<file path="src/rtl/xfc_pkg.sv">
package xfc_pkg;
  localparam int CHAR_W = 8;

  typedef enum logic [1:0] {IS_IDLE = 2'd0, IS_FIRST = 2'd1, IS_SECOND = 2'd2} ins_state_e;

  // Mask of the active data bits: word_len 0..3 selects 5..8 bits.
  function automatic logic [CHAR_W-1:0] len_mask(input logic [1:0] wl);
    return {CHAR_W{1'b1}} >> (2'd3 - wl);
  endfunction

  function automatic logic code_eq(input logic [CHAR_W-1:0] a,
                                   input logic [CHAR_W-1:0] b,
                                   input logic [1:0] wl);
    return ((a ^ b) & len_mask(wl)) == '0;
  endfunction
endpackage

</file>
<file path="src/rtl/xfc_code_regs.sv">
module xfc_code_regs
  import xfc_pkg::*;
(
  input  logic              clk,
  input  logic              rst_n,
  input  logic              wr,
  input  logic [1:0]        sel,
  input  logic [CHAR_W-1:0] data,
  output logic [CHAR_W-1:0] go1,
  output logic [CHAR_W-1:0] go2,
  output logic [CHAR_W-1:0] stop1,
  output logic [CHAR_W-1:0] stop2
);
  localparam int NREG = 4;
  logic [CHAR_W-1:0] regs [NREG];

  always_ff @(posedge clk or negedge rst_n) begin
    if (!rst_n) begin
      for (int i = 0; i < NREG; i++) regs[i] <= '0;
    end else if (wr) begin
      regs[sel] <= data;
    end
  end

  assign go1   = regs[0];
  assign go2   = regs[1];
  assign stop1 = regs[2];
  assign stop2 = regs[3];
endmodule

</file>
<file path="src/rtl/xfc_rx_matcher.sv">
module xfc_rx_matcher
  import xfc_pkg::*;
(
  input  logic              clk,
  input  logic              rst_n,
  input  logic              rx_valid,
  input  logic [CHAR_W-1:0] rx_char,
  input  logic [1:0]        word_len,
  input  logic [1:0]        rx_mode,
  input  logic              special_en,
  input  logic [CHAR_W-1:0] go1,
  input  logic [CHAR_W-1:0] go2,
  input  logic [CHAR_W-1:0] stop1,
  input  logic [CHAR_W-1:0] stop2,
  output logic              ev_go,
  output logic              ev_stop,
  output logic              ev_special,
  output logic              ev_release,
  output logic              fifo_wr,
  output logic [CHAR_W-1:0] fifo_wr_data
);
  logic              pend, p_go, p_stop, rep_v;
  logic [CHAR_W-1:0] hold_c, rep_c;

  logic              cur_v;
  logic [CHAR_W-1:0] cur_c, wr_dat;
  logic              wr_now, hold_set, hold_clr;
  logic              first_go, first_stop;

  assign cur_v      = rx_valid | rep_v;
  assign cur_c      = rep_v ? rep_c : rx_char;
  assign first_go   = code_eq(cur_c, go1, word_len);
  assign first_stop = code_eq(cur_c, stop1, word_len);

  always_comb begin
    ev_go = 1'b0; ev_stop = 1'b0; ev_special = 1'b0; ev_release = 1'b0;
    wr_now = 1'b0; wr_dat = cur_c; hold_set = 1'b0; hold_clr = 1'b0;
    if (cur_v) begin
      if (special_en) begin
        wr_now     = 1'b1;
        ev_special = code_eq(cur_c, stop2, word_len);
      end else if (rx_mode == 2'b00) begin
        wr_now = 1'b1;
      end else if (rx_mode == 2'b01) begin
        if (first_stop)    ev_stop = 1'b1;
        else if (first_go) ev_go   = 1'b1;
        else               wr_now  = 1'b1;
      end else if (pend) begin
        hold_clr = 1'b1;
        if (p_go && code_eq(cur_c, go2, word_len))          ev_go   = 1'b1;
        else if (p_stop && code_eq(cur_c, stop2, word_len)) ev_stop = 1'b1;
        else begin
          ev_release = 1'b1;
          wr_now     = 1'b1;
          wr_dat     = hold_c;
        end
      end else if (first_go || first_stop) begin
        hold_set = 1'b1;
      end else begin
        wr_now = 1'b1;
      end
    end
  end

  always_ff @(posedge clk or negedge rst_n) begin
    if (!rst_n) begin
      pend <= 1'b0; p_go <= 1'b0; p_stop <= 1'b0; hold_c <= '0;
      rep_v <= 1'b0; rep_c <= '0;
      fifo_wr <= 1'b0; fifo_wr_data <= '0;
    end else begin
      fifo_wr <= wr_now;
      if (wr_now) fifo_wr_data <= wr_dat;
      rep_v <= ev_release;
      if (ev_release) rep_c <= cur_c;
      if (special_en || !rx_mode[1]) begin
        pend <= 1'b0;
      end else if (hold_set) begin
        pend <= 1'b1; p_go <= first_go; p_stop <= first_stop; hold_c <= cur_c;
      end else if (hold_clr) begin
        pend <= 1'b0;
      end
    end
  end
endmodule

</file>
<file path="src/rtl/xfc_tx_inserter.sv">
module xfc_tx_inserter
  import xfc_pkg::*;
#(
  parameter int CNT_W = 8
) (
  input  logic              clk,
  input  logic              rst_n,
  input  logic              auto_en,
  input  logic              pair_mode,
  input  logic [1:0]        word_len,
  input  logic [CNT_W-1:0]  rx_count,
  input  logic [CNT_W-1:0]  lvl_off,
  input  logic [CNT_W-1:0]  lvl_on,
  input  logic              ins_ack,
  input  logic [CHAR_W-1:0] go1,
  input  logic [CHAR_W-1:0] go2,
  input  logic [CHAR_W-1:0] stop1,
  input  logic [CHAR_W-1:0] stop2,
  output logic              ins_req,
  output logic [CHAR_W-1:0] ins_char
);
  ins_state_e state;
  logic       kind_stop, remote_off;
  logic [CHAR_W-1:0] raw;

  always_ff @(posedge clk or negedge rst_n) begin
    if (!rst_n) begin
      state <= IS_IDLE; kind_stop <= 1'b0; remote_off <= 1'b0;
    end else begin
      unique case (state)
        IS_IDLE: begin
          if (!auto_en) begin
            remote_off <= 1'b0;
          end else if (!remote_off && rx_count >= lvl_off) begin
            state <= IS_FIRST; kind_stop <= 1'b1;
          end else if (remote_off && rx_count < lvl_on) begin
            state <= IS_FIRST; kind_stop <= 1'b0;
          end
        end
        IS_FIRST: if (ins_ack) begin
          if (pair_mode) state <= IS_SECOND;
          else begin
            state <= IS_IDLE; remote_off <= kind_stop;
          end
        end
        IS_SECOND: if (ins_ack) begin
          state <= IS_IDLE; remote_off <= kind_stop;
        end
        default: state <= IS_IDLE;
      endcase
    end
  end

  always_comb begin
    if (kind_stop) raw = (state == IS_SECOND) ? stop2 : stop1;
    else           raw = (state == IS_SECOND) ? go2 : go1;
  end

  assign ins_req  = (state != IS_IDLE);
  assign ins_char = raw & len_mask(word_len);
endmodule

</file>
<file path="src/rtl/xonxoff_flow_engine.sv">
module xonxoff_flow_engine
  import xfc_pkg::*;
#(
  parameter int CNT_W = 8
) (
  input  logic              clk,
  input  logic              rst_n,
  input  logic              code_wr,
  input  logic [1:0]        code_sel,
  input  logic [CHAR_W-1:0] code_data,
  input  logic              rx_valid,
  input  logic [CHAR_W-1:0] rx_char,
  input  logic [1:0]        word_len,
  input  logic [1:0]        rx_mode,
  input  logic              special_en,
  input  logic              fc_irq_en,
  input  logic              fc_flag_clr,
  input  logic              tx_auto_en,
  input  logic [CNT_W-1:0]  rx_count,
  input  logic [CNT_W-1:0]  lvl_off,
  input  logic [CNT_W-1:0]  lvl_on,
  input  logic              ins_ack,
  output logic              tx_suspend,
  output logic              ins_req,
  output logic [CHAR_W-1:0] ins_char,
  output logic              fifo_wr,
  output logic [CHAR_W-1:0] fifo_wr_data,
  output logic              fc_flag
);
  logic [CHAR_W-1:0] go1, go2, stop1, stop2;
  logic ev_go, ev_stop, ev_special, ev_release;

  xfc_code_regs u_regs (
    .clk(clk), .rst_n(rst_n), .wr(code_wr), .sel(code_sel), .data(code_data),
    .go1(go1), .go2(go2), .stop1(stop1), .stop2(stop2)
  );

  xfc_rx_matcher u_match (
    .clk(clk), .rst_n(rst_n), .rx_valid(rx_valid), .rx_char(rx_char),
    .word_len(word_len), .rx_mode(rx_mode), .special_en(special_en),
    .go1(go1), .go2(go2), .stop1(stop1), .stop2(stop2),
    .ev_go(ev_go), .ev_stop(ev_stop), .ev_special(ev_special),
    .ev_release(ev_release), .fifo_wr(fifo_wr), .fifo_wr_data(fifo_wr_data)
  );

  xfc_tx_inserter #(.CNT_W(CNT_W)) u_ins (
    .clk(clk), .rst_n(rst_n), .auto_en(tx_auto_en), .pair_mode(rx_mode[1]),
    .word_len(word_len), .rx_count(rx_count), .lvl_off(lvl_off), .lvl_on(lvl_on),
    .ins_ack(ins_ack), .go1(go1), .go2(go2), .stop1(stop1), .stop2(stop2),
    .ins_req(ins_req), .ins_char(ins_char)
  );

  always_ff @(posedge clk or negedge rst_n) begin
    if (!rst_n) begin
      tx_suspend <= 1'b0;
      fc_flag    <= 1'b0;
    end else begin
      if (ev_stop)               tx_suspend <= 1'b1;
      else if (ev_go)            tx_suspend <= 1'b0;
      else if (rx_mode == 2'b00) tx_suspend <= 1'b0;

      if (ev_go)                                    fc_flag <= 1'b0;
      else if ((ev_stop || ev_special) && fc_irq_en) fc_flag <= 1'b1;
      else if (fc_flag_clr)                         fc_flag <= 1'b0;
    end
  end
endmodule

</file>
<file path="config.mk">
export PLATFORM = sky130hd
export DESIGN_NAME = xonxoff_flow_engine
export DESIGN_NICKNAME = d
export VERILOG_FILES = /design/src/rtl/xfc_pkg.sv /design/src/rtl/xfc_code_regs.sv /design/src/rtl/xfc_rx_matcher.sv /design/src/rtl/xfc_tx_inserter.sv /design/src/rtl/xonxoff_flow_engine.sv
export SDC_FILE = /design/constraint.sdc
export NUM_CORES = 1
export LEC_CHECK = 0
export BUFFER_PORTS_ARGS = -buffer_cell sky130_fd_sc_hd__buf_4
export CAP_MARGIN = 20
export CELL_PAD_IN_SITES_DETAIL_PLACEMENT = 0
export CELL_PAD_IN_SITES_GLOBAL_PLACEMENT = 1
export CORE_ASPECT_RATIO = 0.6
export CORE_MARGIN = 2
export CORE_UTILIZATION = 44
export DETAILED_ROUTE_END_ITERATION = 12
export PLACE_DENSITY = 0.8
export SETUP_SLACK_MARGIN = 0.5
export SKIP_LAST_GASP = 1
export SYNTH_ARGS = -nofsm -noshare
export SYNTH_HDL_FRONTEND = slang
export SYNTH_SLANG_ARGS = --single-unit
</file>
<file path="constraint.sdc">
create_clock -name clk -period 3.6 [get_ports clk]
set_clock_uncertainty 0.05 [all_clocks]
set_input_delay 0.36 -clock clk [delete_from_list [all_inputs] [get_ports clk]]
set_output_delay 0.36 -clock clk [all_outputs]
set_load 0.03 [all_outputs]
</file>
==> metrics.md, run 1 <==
| Metric | Value |
|---|---|
| DP HPWL | `7040 µm` |
| Finish-stage setup viols | `0` |
| Remaining Overflow, GRT | `0` |
| Period Utilization, post-route | `0.809` |
| DR WL/cell | `17.2 µm` |
| Largest net degree at the start of global routing | `68` |
| Antenna Cells | `0` |
| Syn Nets | `427` |
| Most frequent cells after synthesis | `67 x dfrtp_1, 32 x mux2_2, 31 x inv_1` |
| Syn avg cell area | `11.4 µm²` |
| Hold WS | `0.0755 ns` |
| Critical Path RT | `3.76 ns` |
| CTS Sinks | `67` |
| Max Cap Viol | `0` |
| First-pass GRT wire length | `15600 µm` |
| DR vias/cell | `5.31` |
| CTS tree | `done` |
| EDFF count, synth | `0` |
| Worst Max-Slew Pin Slew | `0.871 ns` |
| DRT Pass-1 Iters | `4` |
| Boundary pin count | `75` |
| Worst-Skew Late Latency | `0.33 ns` |
| Setup crit start kind | `flip-flop` |
| Power Dens Cells | `556 nW/µm²` |
| Final Hold Viols | `0` |
| Post-detailed-route count of antenna-violating nets | `0` |
| Slowest stage delay, CP | `0.45 ns` |
| Worst-case reg-to-reg path depth | `10` |
| Clk buf depth | `2` |
| Ys async rst share | `1.00` |
| Critical Path Sink Type | `flip-flop` |
| Status | `complete, no violations` |
| Residual DRC count | `0` |
| GP Congestion | `0.853` |
| R2r setup slk | `0.69 ns` |
| Total length of routed wires | `9490 µm` |
| Hold Path Class | `in -> async` |
| Critical Path Fanout Max | `9` |
| Worst r2r dst | `u_match.fifo_wr_data[2]$_DFFE_PN0P_` |
| Sequential share of the synthesized area | `0.418` |
| Initial DRC Count | `170` |
| Vias in the first global route | `2945` |
| Row cnt | `26` |
| Die Wd | `127 µm` |
| Most numerous cell in the Yosys netlist | `dfrtp_1` |
| Worst path bufs/invs | `2` |
| Final Max Tran Viols | `0` |
| Final net count | `511` |
| Cts bufs inserted | `9` |
| Post-synth top area cell | `dfrtp_1` |
| Worst vdd ir | `301 µV` |
| Gr usage total | `0.205` |
| Die span in y | `78.0 µm` |
| Via count | `2931` |
| Initial antenna violation count | `0` |
| Filler instances | `747` |
| Worst r2r src | `u_match.rep_v$_DFF_PN0_` |
| Share of layout cells above drive strength 1 | `0.361` |
| Initial Util | `0.462` |
| Worst-path cell chain | `buf_12, mux2i_4, buf_4, mux2i_1, nor4_1, nand3_1, nand2_1, a22oi_1, o32a_4, mux2_4` |
| Post-CTS Hold Buffers | `0` |
| Clk pin slew, worst setup/hold paths | `0.05 ns` |
| Slew margin rel. | `0.420` |
| Synth area leaders | `dfrtp_1 42%, mux2_2 9.0%, ha_1 5.9%` |
| Die area | `9930 µm²` |
| Seq cells post-synth | `67` |
| Unique masters post-synth | `46` |
| Core ar. | `8690 µm²` |
| Max Fclk | `343 MHz` |
| Post-synth top flop | `dfrtp_1` |
| Top delay family on crit path | `multiplexers` |
| Synth-to-Final Area Change | `26.3%` |
| Synth top area share | `0.418` |
| I/O Buffers | `74` |
| CP max-delay cell | `dfrtp_2` |
| Fin crit period | `2.91 ns` |
| Static Leak | `0.00236 µW` |
| CTS H-tree lvls | `3` |
| Synthesized instance count | `353` |
| Yosys Warn Count | `0` |
| Mapped Area | `4010 µm²` |
| TNS Setup | `0 ns` |
| Clk root buf | `clkbuf_16` |
| RSZ-0062 raised after global routing | `false` |
| Worst Path Arrival | `3.07 ns` |
| Worst setup path category | `reg -> reg` |
## through the flow
step | utilization | power (µW) | worst slack, ns | instance area, µm² | cells
after floorplan | - | 1660 | 0.967 | 4010 | 353
after global placement | 0.542 | 1950 | 0.506 | 4710 | 535
after detailed placement | 0.542 | 1970 | 0.433 | 4710 | 535
after CTS | 0.575 | 2830 | 0.503 | 4990 | 549
after global routing | 0.584 | 2980 | 0.492 | 5070 | 552
final | 0.584 | 2820 | 0.686 | 5070 | 552
## registers in the layout (all words and copies together) (netlist names)
signal,count
u_regs.stop2,8
u_ins.remote_off,1
u_regs.go1,8
u_regs.go2,8
u_match.rep_c,8
u_match.rep_v,1
u_match.fifo_wr,1
u_regs.stop1,8
tx_suspend,1
u_ins.state,2
fc_flag,1
u_match.p_go,1
u_match.fifo_wr_data,8
u_match.p_stop,1
u_ins.kind_stop,1
u_match.pend,1
u_match.hold_c,8
## cell usage in the layout, fill, tap and decap left out, drive strengths merged, types with 7 or more instances in the layout
cell	n
a21oi	15
buf	82
clkbuf	11
dfrtp	67
ha	19
inv	31
mux2	40
mux2i	18
mux4	8
nand2	16
nand3	7
nor2	16
o21ai	22
xnor2	26
## repair_timing
action                     in CTS  in global routing
gates cloned                    0                  0
pin swaps                       0                  1
buffers inserted                0                  3
setup endpoints to repair       8                 16
hold endpoints to repair        0                  0
gates resized for setup         1                  8
## power by group
part	switching [µW]	internal, µW	total (µW)
Sequential	145	899	1040
Clock	298	544	842
Combinational	473	462	934
## metal layers
layer / vias to the layer above / GRT usage / part of all wire
li1: 1425 / - / -
met1: 1414 / 0.305 / 0.50
met2: 87 / 0.299 / 0.43
met3: 5 / 0.0628 / 0.066
met4: 0 / 0.0330 / 0.0033
met5: - / 0 / 0
## worst max path at each step
| stage | startpoint | end | slack, ns | cells past startpoint |
|---|---|---|---|---|
| after global routing | u_match.rep_v$_DFF_PN0_ | u_match.fifo_wr_data[7]$_DFFE_PN0P_ | 0.49 | 11 |
| after CTS | u_match.rep_v$_DFF_PN0_ | u_match.fifo_wr_data[2]$_DFFE_PN0P_ | 0.50 | 9 |
| final | u_match.rep_v$_DFF_PN0_ | u_match.fifo_wr_data[2]$_DFFE_PN0P_ | 0.69 | 10 |
| after floorplan | u_match.rep_v$_DFF_PN0_ | u_match.fifo_wr_data[0]$_DFFE_PN0P_ | 0.97 | 10 |
| after detailed placement | u_match.rep_v$_DFF_PN0_ | u_match.fifo_wr_data[2]$_DFFE_PN0P_ | 0.43 | 9 |
| after global placement | u_match.rep_v$_DFF_PN0_ | u_match.fifo_wr_data[4]$_DFFE_PN0P_ | 0.51 | 9 |
## layout make-up
type / instances / area (µm²) / share of cell area
sequential: 67 / 1680 / 0.331
clock inverter: 3 / 40.0 / 0.00790
tap: 112 / 140 / 0.0276
timing repair buffer: 82 / 628 / 0.124
inverter: 31 / 116 / 0.0230
multi-input combinational: 246 / 2220 / 0.439
clock buffer: 11 / 243 / 0.0479
## kinds of logic (layout without fill, tap and decap cells)
group / after synthesis / after routing / share of synthesized area
adders and majority gates: 19 / 19 / 0.0592
xor gates and xnor gates: 31 / 31 / 0.0676
buffers and inverters: 40 / 127 / 0.0418
muxes: 66 / 66 / 0.228
DFF: 67 / 67 / 0.418
and+or+nand+nor: 66 / 66 / 0.0835
AOI/OAI and AO/OA: 64 / 64 / 0.102
Power figures use the tool's default switching activity.
==> run 2: changes to the inputs <==
clock period = 2.8 ns   (was 3.6 ns; I/O delays follow)
==> metrics.md, run 2 (synthesis gave the netlist of run 1 again) <==
| Metric | Value |
|---|---|
| Status | `finished, violations left` |
| Failing checks | `hold timing, setup timing` |
| Commonest cells after routing, fill and taps aside | `99 x buf_4, 66 x dfrtp_1, 32 x mux2_2` |
| Fin crit period | `2.83 ns` |
| Via count | `3169` |
| Static Leak | `0.00263 µW` |
| RSZ-0062 raised after global routing | `true` |
| DP HPWL | `7320 µm` |
| Hold Path Class | `in -> async` |
| Power Dens Cells | `673 nW/µm²` |
| Core Util, Final | `0.649` |
| Gr usage total | `0.222` |
| Max Cap Viol | `0` |
| Clk root buf | `clkbuf_16` |
| Worst-case reg-to-reg path depth | `12` |
| Clk buf depth | `2` |
| Share of layout cells above drive strength 1 | `0.468` |
| Final Hold Viols | `12` |
| Antenna Cells | `0` |
| Boundary pin count | `75` |
| P_int | `2530 µW` |
| Slew margin rel. | `0.431` |
| Filler instances | `669` |
| Critical Path Fanout Max | `9` |
| Sw frac | `0.333` |
| Initial antenna violation count | `0` |
| Worst r2r dst | `u_match.fifo_wr_data[0]$_DFFE_PN0P_` |
| Max Fclk | `354 MHz` |
| Clk pin slew, worst setup/hold paths | `0.05 ns` |
| Die span in y | `78.0 µm` |
| Setup crit start kind | `flip-flop` |
| Post-CTS Hold Buffers | `0` |
| Cts bufs inserted | `9` |
| GP Congestion | `0.819` |
| Core ar. | `8690 µm²` |
| Final Max Tran Viols | `0` |
| CTS Sinks | `67` |
| Dpl cells | `543` |
| DR vias/cell | `5.39` |
| Remaining Overflow, GRT | `0` |
| DRT Pass-1 Iters | `5` |
| Sequential Power Share | `0.359` |
| CTS H-tree lvls | `3` |
| Worst Path Arrival | `2.99 ns` |
| Pre-CTS setup slack | `-0.114 ns` |
| Non-filler cells, final | `588` |
| Worst Max-Slew Pin Slew | `0.854 ns` |
| Initial DRC Count | `180` |
| Vias in the first global route | `3087` |
| Initial Util | `0.462` |
| Commonest non-fill, non-tap cell in the layout | `buf_4` |
| Worst r2r src | `u_match.rep_v$_DFF_PN0_` |
| Synth-to-Final Area Change | `40.4%` |
| Crit path launch | `u_match.rep_v$_DFF_PN0_` |
| Hold WS | `-0.00840 ns` |
| Critical Path RT | `2.96 ns` |
| Total length of routed wires | `11000 µm` |
| DR WL/cell | `18.7 µm` |
| Worst-Skew Late Latency | `0.34 ns` |
| Die Wd | `127 µm` |
| NetSw | `1260 µW` |
| Clock Power Share | `0.287` |
| CTS tree | `done` |
| R2r setup slk | `-0.03 ns` |
| Final net count | `547` |
| Worst setup path category | `reg -> reg` |
| Residual DRC count | `0` |
| I/O Buffers | `74` |
| Row cnt | `26` |
| Worst vdd ir | `479 µV` |
| Finish-stage setup viols | `8` |
| Comb pwr share | `0.354` |
| Largest net degree at the start of global routing | `68` |
| Critical Path Sink Type | `flip-flop` |
| First-pass GRT wire length | `16700 µm` |
| Post-detailed-route count of antenna-violating nets | `0` |
| Die area | `9930 µm²` |
| Period Utilization, post-route | `1.01` |
| Worst Slack Setup Final | `-0.0278 ns` |
-- run 2: cell types whose count changed in the layout (fill, tap and decap cells not counted), moves of 3 or more --
cell and delta:
buf_4 +18, buf_6 +12, o21ai_0 -8, o21ai_2 +7, xnor2_1 -4, xnor2_2 +4
a21oi_1 -3, buf_12 +3, nand2_1 -3
-- run 2: area by class of cell --
class	instances	area (µm²)	share of cell area
clock inverters	3	40.0	0.00710
clock buffers	11	243	0.0431
repair buffers	118	1040	0.184
multi-input cells	246	2380	0.422
flip-flops and latches	67	1680	0.298
inverters	31	119	0.0211
well taps	112	140	0.0249
-- run 2: what timing repair did --
| action | in CTS | in global routing |
|---|---|---|
| pin swaps | 4 | 5 |
| buffers inserted | 16 | 10 |
| gates resized for setup | 17 | 46 |
| setup endpoints to repair | 37 | 36 |
| gates cloned | 2 | 3 |
| hold endpoints to repair | 0 | 0 |
-- run 2: per-layer routing --
metal | share of wire | up-vias | track usage
li1 | - | 1496 | -
met1 | 0.51 | 1570 | 0.354
met2 | 0.42 | 96 | 0.292
met3 | 0.060 | 7 | 0.0600
met4 | 0.0068 | 0 | 0.0516
met5 | 0 | - | 0
-- run 2: worst max-delay path, stage by stage, from the launching register on --
cell and delay [ns]:
dfrtp_2 0.42, buf_6 0.13, buf_16 0.13, mux2i_4 0.20, buf_4 0.15, xnor2_2 0.14, a211oi_2 0.29, o2111ai_2 0.17
nand3_1 0.12, a22oi_1 0.09, o32a_1 0.34, buf_12 0.16, mux2_4 0.30
-- run 2: per-stage QoR --
| stage | hold slack (ns) | TNS [ns] | cell area, µm² | total power [µW] |
|---|---|---|---|---|
| 6_report | -0.00840 | -0.105 | 5640 | 3790 |
| 5_1_grt | 0.0622 | -1.11 | 5640 | 3970 |
| 4_1_cts | 0.0397 | 0 | 5380 | 3750 |
| 3_5_place_dp | 0.398 | -0.882 | 4840 | 2580 |
| 3_3_place_gp | 0.383 | -1.25 | 4840 | 2560 |
| 2_1_floorplan | -0.0656 | 0 | 4070 | 2140 |
-- run 2: power groups by stage --
stage	sequential [µW]	combinational, µW	clock [µW]
global placement	1350	1210	0
detailed placement	1360	1220	0
global route	1380	1450	1150
finish	1360	1340	1090
CTS	1350	1290	1110
floorplan	1300	836	0
-- run 2: worst max path at each step --
stage               slack, ns                                  end
global placement        -0.16  u_match.fifo_wr_data[5]$_DFFE_PN0P_
detailed placement      -0.11  u_match.fifo_wr_data[0]$_DFFE_PN0P_
floorplan                0.26  u_match.fifo_wr_data[0]$_DFFE_PN0P_
finish                  -0.03  u_match.fifo_wr_data[0]$_DFFE_PN0P_
global route            -0.15  u_match.fifo_wr_data[0]$_DFFE_PN0P_
CTS                      0.08  u_match.fifo_wr_data[7]$_DFFE_PN0P_
==> run 3: changes to the inputs <==
SKIP_CTS_REPAIR_TIMING = 1   (was default)
==> metrics.md, run 3 (synthesis gave the netlist of run 1 again) <==
| Metric | Value |
|---|---|
| Status | `finished, violations left` |
| Failing checks | `hold timing, setup timing` |
| CTS H-tree lvls | `3` |
| Initial antenna violation count | `0` |
| Finished Cell Area | `5550 µm²` |
| Fin crit period | `2.85 ns` |
| Worst r2r dst | `u_match.fifo_wr_data[7]$_DFFE_PN0P_` |
| Non-filler cells, final | `582` |
| Clk root buf | `clkbuf_16` |
| Share of layout cells above drive strength 1 | `0.464` |
| Hold Path Class | `in -> async` |
| M1 GR Usage | `0.340` |
| Total length of routed wires | `10500 µm` |
| RSZ-0062 raised after global routing | `true` |
| Clk pin slew, worst setup/hold paths | `0.05 ns` |
| DP HPWL | `7320 µm` |
| Grt met3 use | `0.0593` |
| Worst-case reg-to-reg path depth | `11` |
| Initial DRC Count | `168` |
| Dpl cells | `543` |
| Area post-placement | `4840 µm²` |
| Worst-Skew Late Latency | `0.33 ns` |
| Row cnt | `26` |
| Final Max Tran Viols | `0` |
| Static Leak | `0.00257 µW` |
| CTS tree | `done` |
| GR Util met2 | `0.268` |
| Remaining Overflow, GRT | `0` |
| Vias in the first global route | `2977` |
| Die Wd | `127 µm` |
| Core Util, Final | `0.639` |
| Max Fclk | `351 MHz` |
| DR WL/cell | `18.0 µm` |
| Via count | `3114` |
| Die area | `9930 µm²` |
| Worst vdd ir | `475 µV` |
| Worst Max-Slew Pin Slew | `0.864 ns` |
| Critical Path Fanout Max | `9` |
| Die span in y | `78.0 µm` |
| First-pass GRT wire length | `15800 µm` |
| Core ar. | `8690 µm²` |
| DR vias/cell | `5.35` |
| Largest net degree at the start of global routing | `68` |
| Slew margin rel. | `0.424` |
| Synth-to-Final Area Change | `38.3%` |
| GP Congestion | `0.819` |
| Residual DRC count | `0` |
| Setup crit start kind | `flip-flop` |
| Max Cap Viol | `0` |
| Critical Path Sink Type | `flip-flop` |
| Worst Path Arrival | `3.01 ns` |
| Gr usage total | `0.209` |
| Final net count | `541` |
| Initial Util | `0.462` |
| I/O Buffers | `74` |
| TNS Setup | `-0.327 ns` |
| Finish-stage setup viols | `8` |
| Power Dens Cells | `691 nW/µm²` |
| Critical Path RT | `2.97 ns` |
| Period Utilization, post-route | `1.02` |
| Commonest non-fill, non-tap cell in the layout | `buf_4` |
| Post-detailed-route count of antenna-violating nets | `0` |
| Boundary pin count | `75` |
| R2r setup slk | `-0.05 ns` |
| Top Usage Layer GRT | `met1` |
| Commonest cells after routing, fill and taps aside | `98 x buf_4, 66 x dfrtp_1, 32 x mux2_2` |
| Hold WS | `-0.00627 ns` |
| Clk buf depth | `2` |
| DRT Pass-1 Iters | `5` |
| Worst Slack Setup Final | `-0.0465 ns` |
| Final Hold Viols | `2` |
| Worst r2r src | `u_match.rep_v$_DFF_PN0_` |
| Cts bufs inserted | `9` |
| Antenna Cells | `0` |
| CTS Sinks | `67` |
| Worst setup path category | `reg -> reg` |
-- run 3: area by class of cell --
| cell class | count | area, µm² |
|---|---|---|
| clock inverter | 3 | 40.0 |
| fill | 675 | 3130 |
| inverter | 31 | 116 |
| sequential | 67 | 1680 |
| clock buffer | 11 | 243 |
| timing repair buffer | 112 | 950 |
| multi-input combinational | 246 | 2390 |
| tap | 112 | 140 |
-- run 3: worst max-delay path by stage --
stage / cells after the start / to / start / slack [ns]
2_1_floorplan: 10 / u_match.fifo_wr_data[0]$_DFFE_PN0P_ / u_match.rep_v$_DFF_PN0_ / 0.26
3_3_place_gp: 10 / u_match.fifo_wr_data[5]$_DFFE_PN0P_ / u_match.rep_v$_DFF_PN0_ / -0.16
3_5_place_dp: 10 / u_match.fifo_wr_data[0]$_DFFE_PN0P_ / u_match.rep_v$_DFF_PN0_ / -0.11
4_1_cts: 10 / u_match.fifo_wr_data[7]$_DFFE_PN0P_ / u_match.rep_v$_DFF_PN0_ / -0.13
5_1_grt: 10 / u_match.fifo_wr_data[2]$_DFFE_PN0P_ / u_match.rep_v$_DFF_PN0_ / -0.16
6_report: 11 / u_match.fifo_wr_data[7]$_DFFE_PN0P_ / u_match.rep_v$_DFF_PN0_ / -0.05
-- run 3: metrics by stage --
step           setup slack (ns)  hold WS, ns  total power, µW
6_report                -0.0465     -0.00627             3840
5_1_grt                  -0.157       0.0723             4030
4_1_cts                  -0.132       0.0397             3680
3_5_place_dp             -0.114        0.398             2580
3_3_place_gp             -0.157        0.383             2560
2_1_floorplan             0.255      -0.0656             2140
-- run 3: report_power, final --
part	total (µW)	switching, µW	internal, µW
Sequential	1380	228	1160
Clock	1090	388	699
Combinational	1370	663	703
-- run 3: routing by layer --
layer,routed length [µm],part of all wire,vias up
met5,0,0,-
li1,-,-,1477
met3,674,0.064,8
met2,4290,0.41,85
met1,5440,0.52,1544
met4,78,0.0074,0
-- run 3: critical path, cell delays in order (launching register included) --
cell and delay, ns:
dfrtp_2 0.40, buf_12 0.16, mux2i_4 0.39, buf_4 0.18, xnor2_1 0.08, a211oi_2 0.28
o2111ai_2 0.17, nand3_1 0.11, a22oi_1 0.09, o32a_1 0.35, buf_12 0.16, mux2_4 0.29
